[src/rtl/byte_prog_seq_pkg.sv]
// Package: shared state encoding for the byte programming sequencer.
// Assumes: used by the FSM only; other modules see decoded controls.
package byte_prog_seq_pkg;

    typedef enum logic [2:0] {
        ST_IDLE  = 3'd0,  // waiting for start
        ST_MODE  = 3'd1,  // mode lines applied, settling
        ST_ADDR  = 3'd2,  // address on bus, waiting for a byte
        ST_DATA  = 3'd3,  // address and data setup before supply rise
        ST_RISE  = 3'd4,  // supply requested, settling
        ST_PULSE = 3'd5,  // programming strobe active
        ST_FALL  = 3'd6,  // supply released, settling
        ST_FIN   = 3'd7   // completion pulse
    } bps_state_e;

endpackage

[src/rtl/byte_prog_seq_timer.sv]
// Module: interval timer. Loads a count and decrements to zero.
// Assumes: the loaded value is the interval length minus one, so an
// interval of N cycles spans N clock edges before zero_o ends it.
module byte_prog_seq_timer #(
    parameter int TW = 8
) (
    input  logic          clk,
    input  logic          rst_n,
    input  logic          load_i,
    input  logic [TW-1:0] val_i,
    output logic          zero_o
);

    logic [TW-1:0] cnt_q;

    // Load on request, otherwise count down and hold at zero.
    always_ff @(posedge clk) begin
        if (!rst_n) begin
            cnt_q <= '0;
        end else if (load_i) begin
            cnt_q <= val_i;
        end else if (cnt_q != '0) begin
            cnt_q <= cnt_q - 1'b1;
        end
    end

    assign zero_o = (cnt_q == '0);

endmodule

[src/rtl/byte_prog_seq_dpath.sv]
// Module: address, remaining-count and data registers.
// Assumes: start, accept and step are mutually exclusive strobes
// generated by the FSM; the address wraps at the bus width.
module byte_prog_seq_dpath #(
    parameter int ADDR_W = 13,
    parameter int DATA_W = 8,
    parameter int CNT_W  = 14
) (
    input  logic              clk,
    input  logic              rst_n,
    input  logic              start_i,
    input  logic              accept_i,
    input  logic              step_i,
    input  logic [ADDR_W-1:0] base_i,
    input  logic [CNT_W-1:0]  count_i,
    input  logic [DATA_W-1:0] din_i,
    output logic [ADDR_W-1:0] addr_o,
    output logic [DATA_W-1:0] data_o,
    output logic              last_o,
    output logic              count_zero_o
);

    logic [ADDR_W-1:0] addr_q;
    logic [CNT_W-1:0]  rem_q;
    logic [DATA_W-1:0] data_q;

    // Track target address and bytes still to program.
    always_ff @(posedge clk) begin
        if (!rst_n) begin
            addr_q <= '0;
            rem_q  <= '0;
        end else if (start_i) begin
            addr_q <= base_i;
            rem_q  <= count_i;
        end else if (step_i) begin
            addr_q <= addr_q + 1'b1;
            rem_q  <= rem_q - 1'b1;
        end
    end

    // Hold the byte taken in the address phase.
    always_ff @(posedge clk) begin
        if (!rst_n) begin
            data_q <= '0;
        end else if (accept_i) begin
            data_q <= din_i;
        end
    end

    assign addr_o       = addr_q;
    assign data_o       = data_q;
    assign last_o       = (rem_q == CNT_W'(1));
    assign count_zero_o = (count_i == '0);

endmodule

[src/rtl/byte_prog_seq_fsm.sv]
// Module: phase sequencer. Walks each byte through address, setup,
// supply rise, strobe and supply fall, and decodes the pin controls.
// Assumes: every interval parameter is at least 1 (smaller values are
// raised to 1); abort overrides every other input.
module byte_prog_seq_fsm
    import byte_prog_seq_pkg::*;
#(
    parameter int TW         = 8,
    parameter int MODE_CYC   = 8,
    parameter int SETUP_CYC  = 4,
    parameter int SETTLE_CYC = 50,
    parameter int PULSE_CYC  = 100
) (
    input  logic          clk,
    input  logic          rst_n,
    input  logic          start_i,
    input  logic          abort_i,
    input  logic          data_valid_i,
    input  logic          count_zero_i,
    input  logic          last_i,
    input  logic          tmr_zero_i,
    output logic          tmr_load_o,
    output logic [TW-1:0] tmr_val_o,
    output logic          dp_start_o,
    output logic          dp_accept_o,
    output logic          dp_step_o,
    output logic          ready_o,
    output logic          mode_on_o,
    output logic          vpp_o,
    output logic          strobe_o,
    output logic          busy_o,
    output logic          done_o
);

    localparam int MC_E = (MODE_CYC   < 1) ? 1 : MODE_CYC;
    localparam int SU_E = (SETUP_CYC  < 1) ? 1 : SETUP_CYC;
    localparam int ST_E = (SETTLE_CYC < 1) ? 1 : SETTLE_CYC;
    localparam int PW_E = (PULSE_CYC  < 1) ? 1 : PULSE_CYC;
    localparam logic [TW-1:0] LD_MODE   = TW'(MC_E - 1);
    localparam logic [TW-1:0] LD_SETUP  = TW'(SU_E - 1);
    localparam logic [TW-1:0] LD_SETTLE = TW'(ST_E - 1);
    localparam logic [TW-1:0] LD_PULSE  = TW'(PW_E - 1);

    bps_state_e state_q, state_d;

    // State register.
    always_ff @(posedge clk) begin
        if (!rst_n) begin
            state_q <= ST_IDLE;
        end else begin
            state_q <= state_d;
        end
    end

    // Next phase and datapath strobes; abort wins over everything.
    always_comb begin
        state_d     = state_q;
        dp_start_o  = 1'b0;
        dp_accept_o = 1'b0;
        dp_step_o   = 1'b0;
        case (state_q)
            ST_IDLE: begin
                if (start_i) begin
                    dp_start_o = 1'b1;
                    state_d    = count_zero_i ? ST_FIN : ST_MODE;
                end
            end
            ST_MODE:  if (tmr_zero_i) state_d = ST_ADDR;
            ST_ADDR: begin
                if (data_valid_i) begin
                    dp_accept_o = 1'b1;
                    state_d     = ST_DATA;
                end
            end
            ST_DATA:  if (tmr_zero_i) state_d = ST_RISE;
            ST_RISE:  if (tmr_zero_i) state_d = ST_PULSE;
            ST_PULSE: if (tmr_zero_i) state_d = ST_FALL;
            ST_FALL: begin
                if (tmr_zero_i) begin
                    if (last_i) begin
                        state_d = ST_FIN;
                    end else begin
                        dp_step_o = 1'b1;
                        state_d   = ST_ADDR;
                    end
                end
            end
            ST_FIN:   state_d = ST_IDLE;
            default:  state_d = ST_IDLE;
        endcase
        if (abort_i) begin
            state_d     = ST_IDLE;
            dp_start_o  = 1'b0;
            dp_accept_o = 1'b0;
            dp_step_o   = 1'b0;
        end
    end

    // Interval length for the phase being entered.
    always_comb begin
        tmr_load_o = (state_d != state_q);
        case (state_d)
            ST_MODE:  tmr_val_o = LD_MODE;
            ST_DATA:  tmr_val_o = LD_SETUP;
            ST_RISE:  tmr_val_o = LD_SETTLE;
            ST_PULSE: tmr_val_o = LD_PULSE;
            ST_FALL:  tmr_val_o = LD_SETTLE;
            default:  tmr_val_o = '0;
        endcase
    end

    // Pin controls decoded from the current phase.
    always_comb begin
        ready_o   = (state_q == ST_ADDR);
        mode_on_o = (state_q != ST_IDLE) && (state_q != ST_FIN);
        vpp_o     = (state_q == ST_RISE) || (state_q == ST_PULSE);
        strobe_o  = (state_q == ST_PULSE);
        busy_o    = (state_q != ST_IDLE);
        done_o    = (state_q == ST_FIN);
    end

endmodule

[src/rtl/byte_prog_seq.sv]
// Module: top of the single-pulse byte programming sequencer.
// Assumes: the analog stage follows vpp_en_o; intervals are in clocks
// of clk; mode lines read MODE_IDLE whenever no job is running.
module byte_prog_seq #(
    parameter int                 ADDR_W     = 13,
    parameter int                 DATA_W     = 8,
    parameter int                 CNT_W      = 14,
    parameter int                 MODE_W     = 4,
    parameter logic [MODE_W-1:0]  MODE_PROG  = MODE_W'(4'hD),
    parameter logic [MODE_W-1:0]  MODE_IDLE  = '0,
    parameter int                 MODE_CYC   = 8,
    parameter int                 SETUP_CYC  = 4,
    parameter int                 SETTLE_CYC = 50,
    parameter int                 PULSE_CYC  = 25000
) (
    input  logic              clk,
    input  logic              rst_n,
    input  logic              start_i,
    input  logic              abort_i,
    input  logic [ADDR_W-1:0] base_addr_i,
    input  logic [CNT_W-1:0]  byte_cnt_i,
    input  logic              data_valid_i,
    input  logic [DATA_W-1:0] data_i,
    output logic              data_ready_o,
    output logic [MODE_W-1:0] mode_o,
    output logic [ADDR_W-1:0] addr_o,
    output logic [DATA_W-1:0] data_o,
    output logic              vpp_en_o,
    output logic              prog_strobe_o,
    output logic              busy_o,
    output logic              done_o
);

    localparam int MAX_AB  = (MODE_CYC > SETUP_CYC) ? MODE_CYC : SETUP_CYC;
    localparam int MAX_CD  = (SETTLE_CYC > PULSE_CYC) ? SETTLE_CYC : PULSE_CYC;
    localparam int MAX_CYC = (MAX_AB > MAX_CD) ? MAX_AB : MAX_CD;
    localparam int TW      = $clog2(MAX_CYC + 1) + 1;

    logic          tmr_load, tmr_zero;
    logic [TW-1:0] tmr_val;
    logic          dp_start, dp_accept, dp_step;
    logic          last_byte, count_zero, mode_on;

    byte_prog_seq_fsm #(
        .TW(TW), .MODE_CYC(MODE_CYC), .SETUP_CYC(SETUP_CYC),
        .SETTLE_CYC(SETTLE_CYC), .PULSE_CYC(PULSE_CYC)
    ) u_fsm (
        .clk(clk), .rst_n(rst_n),
        .start_i(start_i), .abort_i(abort_i), .data_valid_i(data_valid_i),
        .count_zero_i(count_zero), .last_i(last_byte), .tmr_zero_i(tmr_zero),
        .tmr_load_o(tmr_load), .tmr_val_o(tmr_val),
        .dp_start_o(dp_start), .dp_accept_o(dp_accept), .dp_step_o(dp_step),
        .ready_o(data_ready_o), .mode_on_o(mode_on), .vpp_o(vpp_en_o),
        .strobe_o(prog_strobe_o), .busy_o(busy_o), .done_o(done_o)
    );

    byte_prog_seq_timer #(.TW(TW)) u_tmr (
        .clk(clk), .rst_n(rst_n),
        .load_i(tmr_load), .val_i(tmr_val), .zero_o(tmr_zero)
    );

    byte_prog_seq_dpath #(.ADDR_W(ADDR_W), .DATA_W(DATA_W), .CNT_W(CNT_W)) u_dp (
        .clk(clk), .rst_n(rst_n),
        .start_i(dp_start), .accept_i(dp_accept), .step_i(dp_step),
        .base_i(base_addr_i), .count_i(byte_cnt_i), .din_i(data_i),
        .addr_o(addr_o), .data_o(data_o),
        .last_o(last_byte), .count_zero_o(count_zero)
    );

    // Mode lines: programming code for the whole job, idle code otherwise.
    assign mode_o = mode_on ? MODE_PROG : MODE_IDLE;

endmodule

[config.mk]
export PLATFORM = sky130hd
export DESIGN_NAME = byte_prog_seq
export DESIGN_NICKNAME = d
export VERILOG_FILES = /design/src/rtl/byte_prog_seq_pkg.sv /design/src/rtl/byte_prog_seq_timer.sv /design/src/rtl/byte_prog_seq_dpath.sv /design/src/rtl/byte_prog_seq_fsm.sv /design/src/rtl/byte_prog_seq.sv
export SDC_FILE = /design/constraint.sdc
export NUM_CORES = 1
export LEC_CHECK = 0
export BUFFER_PORTS_ARGS = -buffer_cell sky130_fd_sc_hd__buf_2
export CAP_MARGIN = 0
export CORE_AREA = 4 4 86 88
export DETAILED_ROUTE_END_ITERATION = 7
export DIE_AREA = 0 0 90 92
export PLACE_DENSITY = 0.78
export SLEW_MARGIN = 25
export SYNTH_ARGS = -nofsm -noshare
export SYNTH_HDL_FRONTEND = slang
export SYNTH_SLANG_ARGS = --single-unit
[constraint.sdc]
create_clock -name clk -period 2.4 [get_ports clk]
set_input_delay 0.24 -clock clk [delete_from_list [all_inputs] [get_ports clk]]
set_output_delay 0.24 -clock clk [all_outputs]
set_load 0.03 [all_outputs]
==> tab_implementation.tex <==
\begin{tabular}{lr}
\hline
Metric & Value \\
\hline
\multicolumn{2}{l}{\textbf{Cells and area}} \\
\quad Post-route design area & 3960 µm² \\
\quad Area growth from synthesis to layout & 23.4\% \\
\quad Ant. Diodes & 0 \\
\quad Net count, final & 526 \\
\quad Share of final-layout standard cells stronger than drive strength 1 & 29.7\% \\
\multicolumn{2}{l}{\textbf{Power and ir drop}} \\
\quad Power per Cell Area & 822 nW/µm² \\
\quad Peak supply drop & 0.575 mV \\
\quad Overall Power & 3.26 mW \\
\quad Leakage component of the power & 1.65 nW \\
\multicolumn{2}{l}{\textbf{Synthesis}} \\
\quad Number of different library cells in the post-synthesis netlist & 65 \\
\quad Syn Std Cell Area & 3210 µm² \\
\quad Dominant cell type by area after synthesis & sky130\_fd\_sc\_hd\_\_dfxtp\_1 \\
\quad Top\_reg\_cell synth & sky130\_fd\_sc\_hd\_\_dfxtp\_1 \\
\quad Yosys warning total & 0 \\
\quad Number of enable-type register cells in the synthesized netlist & 0 \\
\quad Synth Instances & 397 \\
\quad Async set-or-reset flop fraction in the synthesized netlist & 0\% \\
\quad Number of storage elements in the synthesis netlist & 54 \\
\quad Avg Synthesized Cell Area & 8.09 µm² \\
\quad Sequential fraction of the synthesis area & 33.7\% \\
\quad Most common cell in the netlist & sky130\_fd\_sc\_hd\_\_dfxtp\_1 \\
\quad Yosys top cell area share & 33.7\% \\
\quad Most frequent cells after synthesis & 54 x sky130\_fd\_sc\_hd\_\_dfxtp\_1, 51 x sky130\_fd\_sc\_hd\_\_nor2\_1, 35 x sky130\_fd\_sc\_hd\_\_a21oi\_1 \\
\quad Top post-synthesis cells by area & sky130\_fd\_sc\_hd\_\_dfxtp\_1 34\%, sky130\_fd\_sc\_hd\_\_nor2\_1 6.0\%, sky130\_fd\_sc\_hd\_\_a21oi\_1 5.5\% \\
\quad Number of nets produced by synthesis & 442 \\
\multicolumn{2}{l}{\textbf{STA}} \\
\quad Headroom to the max-slew limit & 54.2\% \\
\quad Final number of hold-violating endpoints & 0 \\
\quad Tcrit/Tclk final & 98.8\% \\
\quad Final worst-path setup slack & 0.0276 ns \\
\quad Final setup vio count & 0 \\
\quad Achievable frequency & 422 MHz \\
\quad Setup repair after global routing missed its margin & yes \\
\quad Number of pins exceeding their max-slew limit in the final report & 0 \\
\quad Min cycle time layout & 2.37 ns \\
\quad Final worst clock skew & 0.0134 ns \\
\quad Hold Slack & 0.163 ns \\
\quad Worst Max-Slew Pin Slew & 0.686 ns \\
\quad Final sum of negative setup slack & 0 ns \\
\multicolumn{2}{l}{\textbf{Setup path}} \\
\quad Reg2reg path depth & 8 \\
\quad Endpoint type of the worst setup path & flip-flop \\
\quad Startpoint class of the critical path & flip-flop \\
\quad Series of cell instances along the critical path & inv\_2 > ha\_4 > or4b\_4 > nor4\_4 > nor2\_2 > a221o\_2 > o31ai\_4 > a21oi\_1 \\
\quad Delay-heaviest family, CP & compound AO/OA/AOI/OAI gates \\
\quad Required time of the critical path & 2.59 ns \\
\quad Count of buffering cells on the critical path with inverters included & 1 \\
\quad Crit Path Class & reg2reg \\
\quad Stage delay of the slowest cell on the critical path & 0.49 ns \\
\quad Count of cell instances traversed by the critical path & 8 \\
\quad Worst-path cell with the longest stage delay & sky130\_fd\_sc\_hd\_\_or4b\_4 \\
\quad Worst Path Max Fanout & 6 \\
\quad Start of the worst register-to-register path & u\_dp.rem\_q[1] \\
\quad Data arrival at the endpoint of the critical path & 2.56 ns \\
\quad Setup crit start & u\_dp.rem\_q[1] \\
\multicolumn{2}{l}{\textbf{CTS}} \\
\quad Number of CTS-inserted buffers & 5 \\
\quad Clock Path Buffers & 2 \\
\quad Clock edge transition at the registers on the reported setup and hold paths & 0.10 ns \\
\quad CTS H-tree lvls & 2 \\
\quad CTS root buffer & sky130\_fd\_sc\_hd\_\_clkbuf\_8 \\
\quad Clock Latency Late Sink & 0.31 ns \\
\quad Clock tree from TritonCTS & yes \\
\quad Num Clock Sinks & 54 \\
\quad Cts-stage hold buffer count & 0 \\
\multicolumn{2}{l}{\textbf{Drt}} \\
\quad Initial DRC Count & 208 \\
\quad Post-route DRC violation count & 0 \\
\quad Via/cell ratio & 6.05 \\
\quad Wire per inst & 16.2 µm \\
\quad Number of vias after detailed routing & 3,402 \\
\quad Detail Route Antenna Nets & 0 \\
\quad Number of iterations in the first detailed-routing pass & 6 \\
\quad Total Wirelength & 9090 µm \\
\multicolumn{2}{l}{\textbf{Min path}} \\
\quad Cell count of the worst hold path & 3 \\
\quad Class of the tightest hold or removal check & in2reg \\
\quad Source of the worst hold timing path & data\_i[7] \\
\multicolumn{2}{l}{\textbf{Die}} \\
\quad Die area & 8280 µm² \\
\quad DIE HEIGHT & 92 µm \\
\quad Area of the core region & 6640 µm² \\
\quad Number of rows in the core area & 30 \\
\quad Top-level I/O count & 70 \\
\quad Initial core utilization & 48.3\% \\
\quad Die boundary width & 90 µm \\
\multicolumn{2}{l}{\textbf{Place}} \\
\quad RD Place Congestion & 0.937 \\
\quad Detailed Place HPWL & 6490 µm \\
\quad Dpl ws & 0.0520 ns \\
\quad Placement-stage cell area & 3720 µm² \\
\quad I/O Buffers & 68 \\
\multicolumn{2}{l}{\textbf{GRT}} \\
\quad Maximum number of pins on one net before global-route repair & 24 \\
\quad Via count of the first global-routing pass & 3,151 \\
\quad Global-route wire length before repair & 14,600 µm \\
\quad Remaining global-route overflow & 0 \\
\quad Global-route usage over all layers & 21.0\% \\
\quad Initial antenna violation count & 0 \\
\multicolumn{2}{l}{\textbf{Flow run}} \\
\quad Maxcap violations & 0 \\
\multicolumn{2}{l}{\textbf{Status}} \\
\quad Status & finished clean \\
\hline
\end{tabular}
[registers in the layout, indices dropped and copies added (netlist names)]
signal and flops:
u_tmr.cnt_q 16, u_dp.addr_o 13, u_dp.rem_q 14, u_dp.data_o 8, u_fsm.state_q 3
[per-stage QoR]
| step | utilization (%) | std cells |
|---|---|---|
| final | 59.6 | 562 |
| after global routing | 59.6 | 562 |
| after CTS | 57.4 | 555 |
| after detailed placement | 55.9 | 547 |
| after global placement | 55.9 | 547 |
| after floorplan | - | 397 |
[logic make-up after synthesis]
| kind of cell | synth area share (%) |
|---|---|
| simple gates | 27.9 |
| compound gates | 22.8 |
| flops | 33.7 |
| buf+inv | 5.96 |
| xor+xnor | 4.09 |
| mux | 3.47 |
| fa+ha+maj | 1.95 |
| other cells | 0.117 |
[routing by layer]
| layer | global-route usage [%] | part of all wire [%] | wire length (µm) |
|---|---|---|---|
| met1 | 26.4 | 43 | 3950 |
| met5 | 0 | 0 | 0 |
| met2 | 35.4 | 47 | 4300 |
| met3 | 4.35 | 6.9 | 628 |
| met4 | 7.78 | 2.4 | 221 |
[repair_timing]
action,CTS,global route
resized for setup,0,16
endpoints found under the setup margin,0,30
buffers inserted,0,7
[final timing paths]
path	endpoint	slack, ns
min reg2reg	u_dp.data_o[4]	0.51
min	u_dp.data_o[7]	0.16
max reg2reg	u_tmr.cnt_q[14]	0.03
max	u_tmr.cnt_q[14]	0.03
[worst reg2reg max path, stage by stage (launching register included)]
cell and delay, ns:
sky130_fd_sc_hd__dfxtp_2 0.33, sky130_fd_sc_hd__inv_2 0.07, sky130_fd_sc_hd__ha_4 0.12, sky130_fd_sc_hd__or4b_4 0.49
sky130_fd_sc_hd__nor4_4 0.28, sky130_fd_sc_hd__nor2_2 0.07, sky130_fd_sc_hd__a221o_2 0.45, sky130_fd_sc_hd__o31ai_4 0.37
sky130_fd_sc_hd__a21oi_1 0.08
[cells in the final DEF (no fill, tap or decap), types with 8 or more instances in the layout]
cell type / n
sky130_fd_sc_hd__a21oi_1: 33
sky130_fd_sc_hd__and3_1: 9
sky130_fd_sc_hd__buf_2: 68
sky130_fd_sc_hd__buf_4: 28
sky130_fd_sc_hd__dfxtp_1: 52
sky130_fd_sc_hd__inv_1: 13
sky130_fd_sc_hd__mux2i_1: 10
sky130_fd_sc_hd__nand2_1: 26
sky130_fd_sc_hd__nand3_1: 13
sky130_fd_sc_hd__nand4_1: 8
sky130_fd_sc_hd__nor2_1: 50
sky130_fd_sc_hd__nor3_1: 9
sky130_fd_sc_hd__nor4_1: 17
sky130_fd_sc_hd__o21ai_0: 17
sky130_fd_sc_hd__o21ai_1: 10
sky130_fd_sc_hd__xor2_1: 8
[area by class of cell]
class,instances,area [µm²]
fillers,563,2680
repair buffers,101,624
flip-flops and latches,54,1080
multi-input cells,305,2010
clock inverters,2,12.5
inverters,14,52.6
clock buffers,6,82.6
well taps,80,100
[where the power goes]
| part | internal [mW] | leakage, nW | switching (mW) |
|---|---|---|---|
| Combinational | 0.679 | 1.16 | 0.898 |
| Sequential | 1.02 | 0.442 | 0.128 |
| Clock | 0.233 | 0.0472 | 0.303 |
Power figures use the tool's default switching activity.
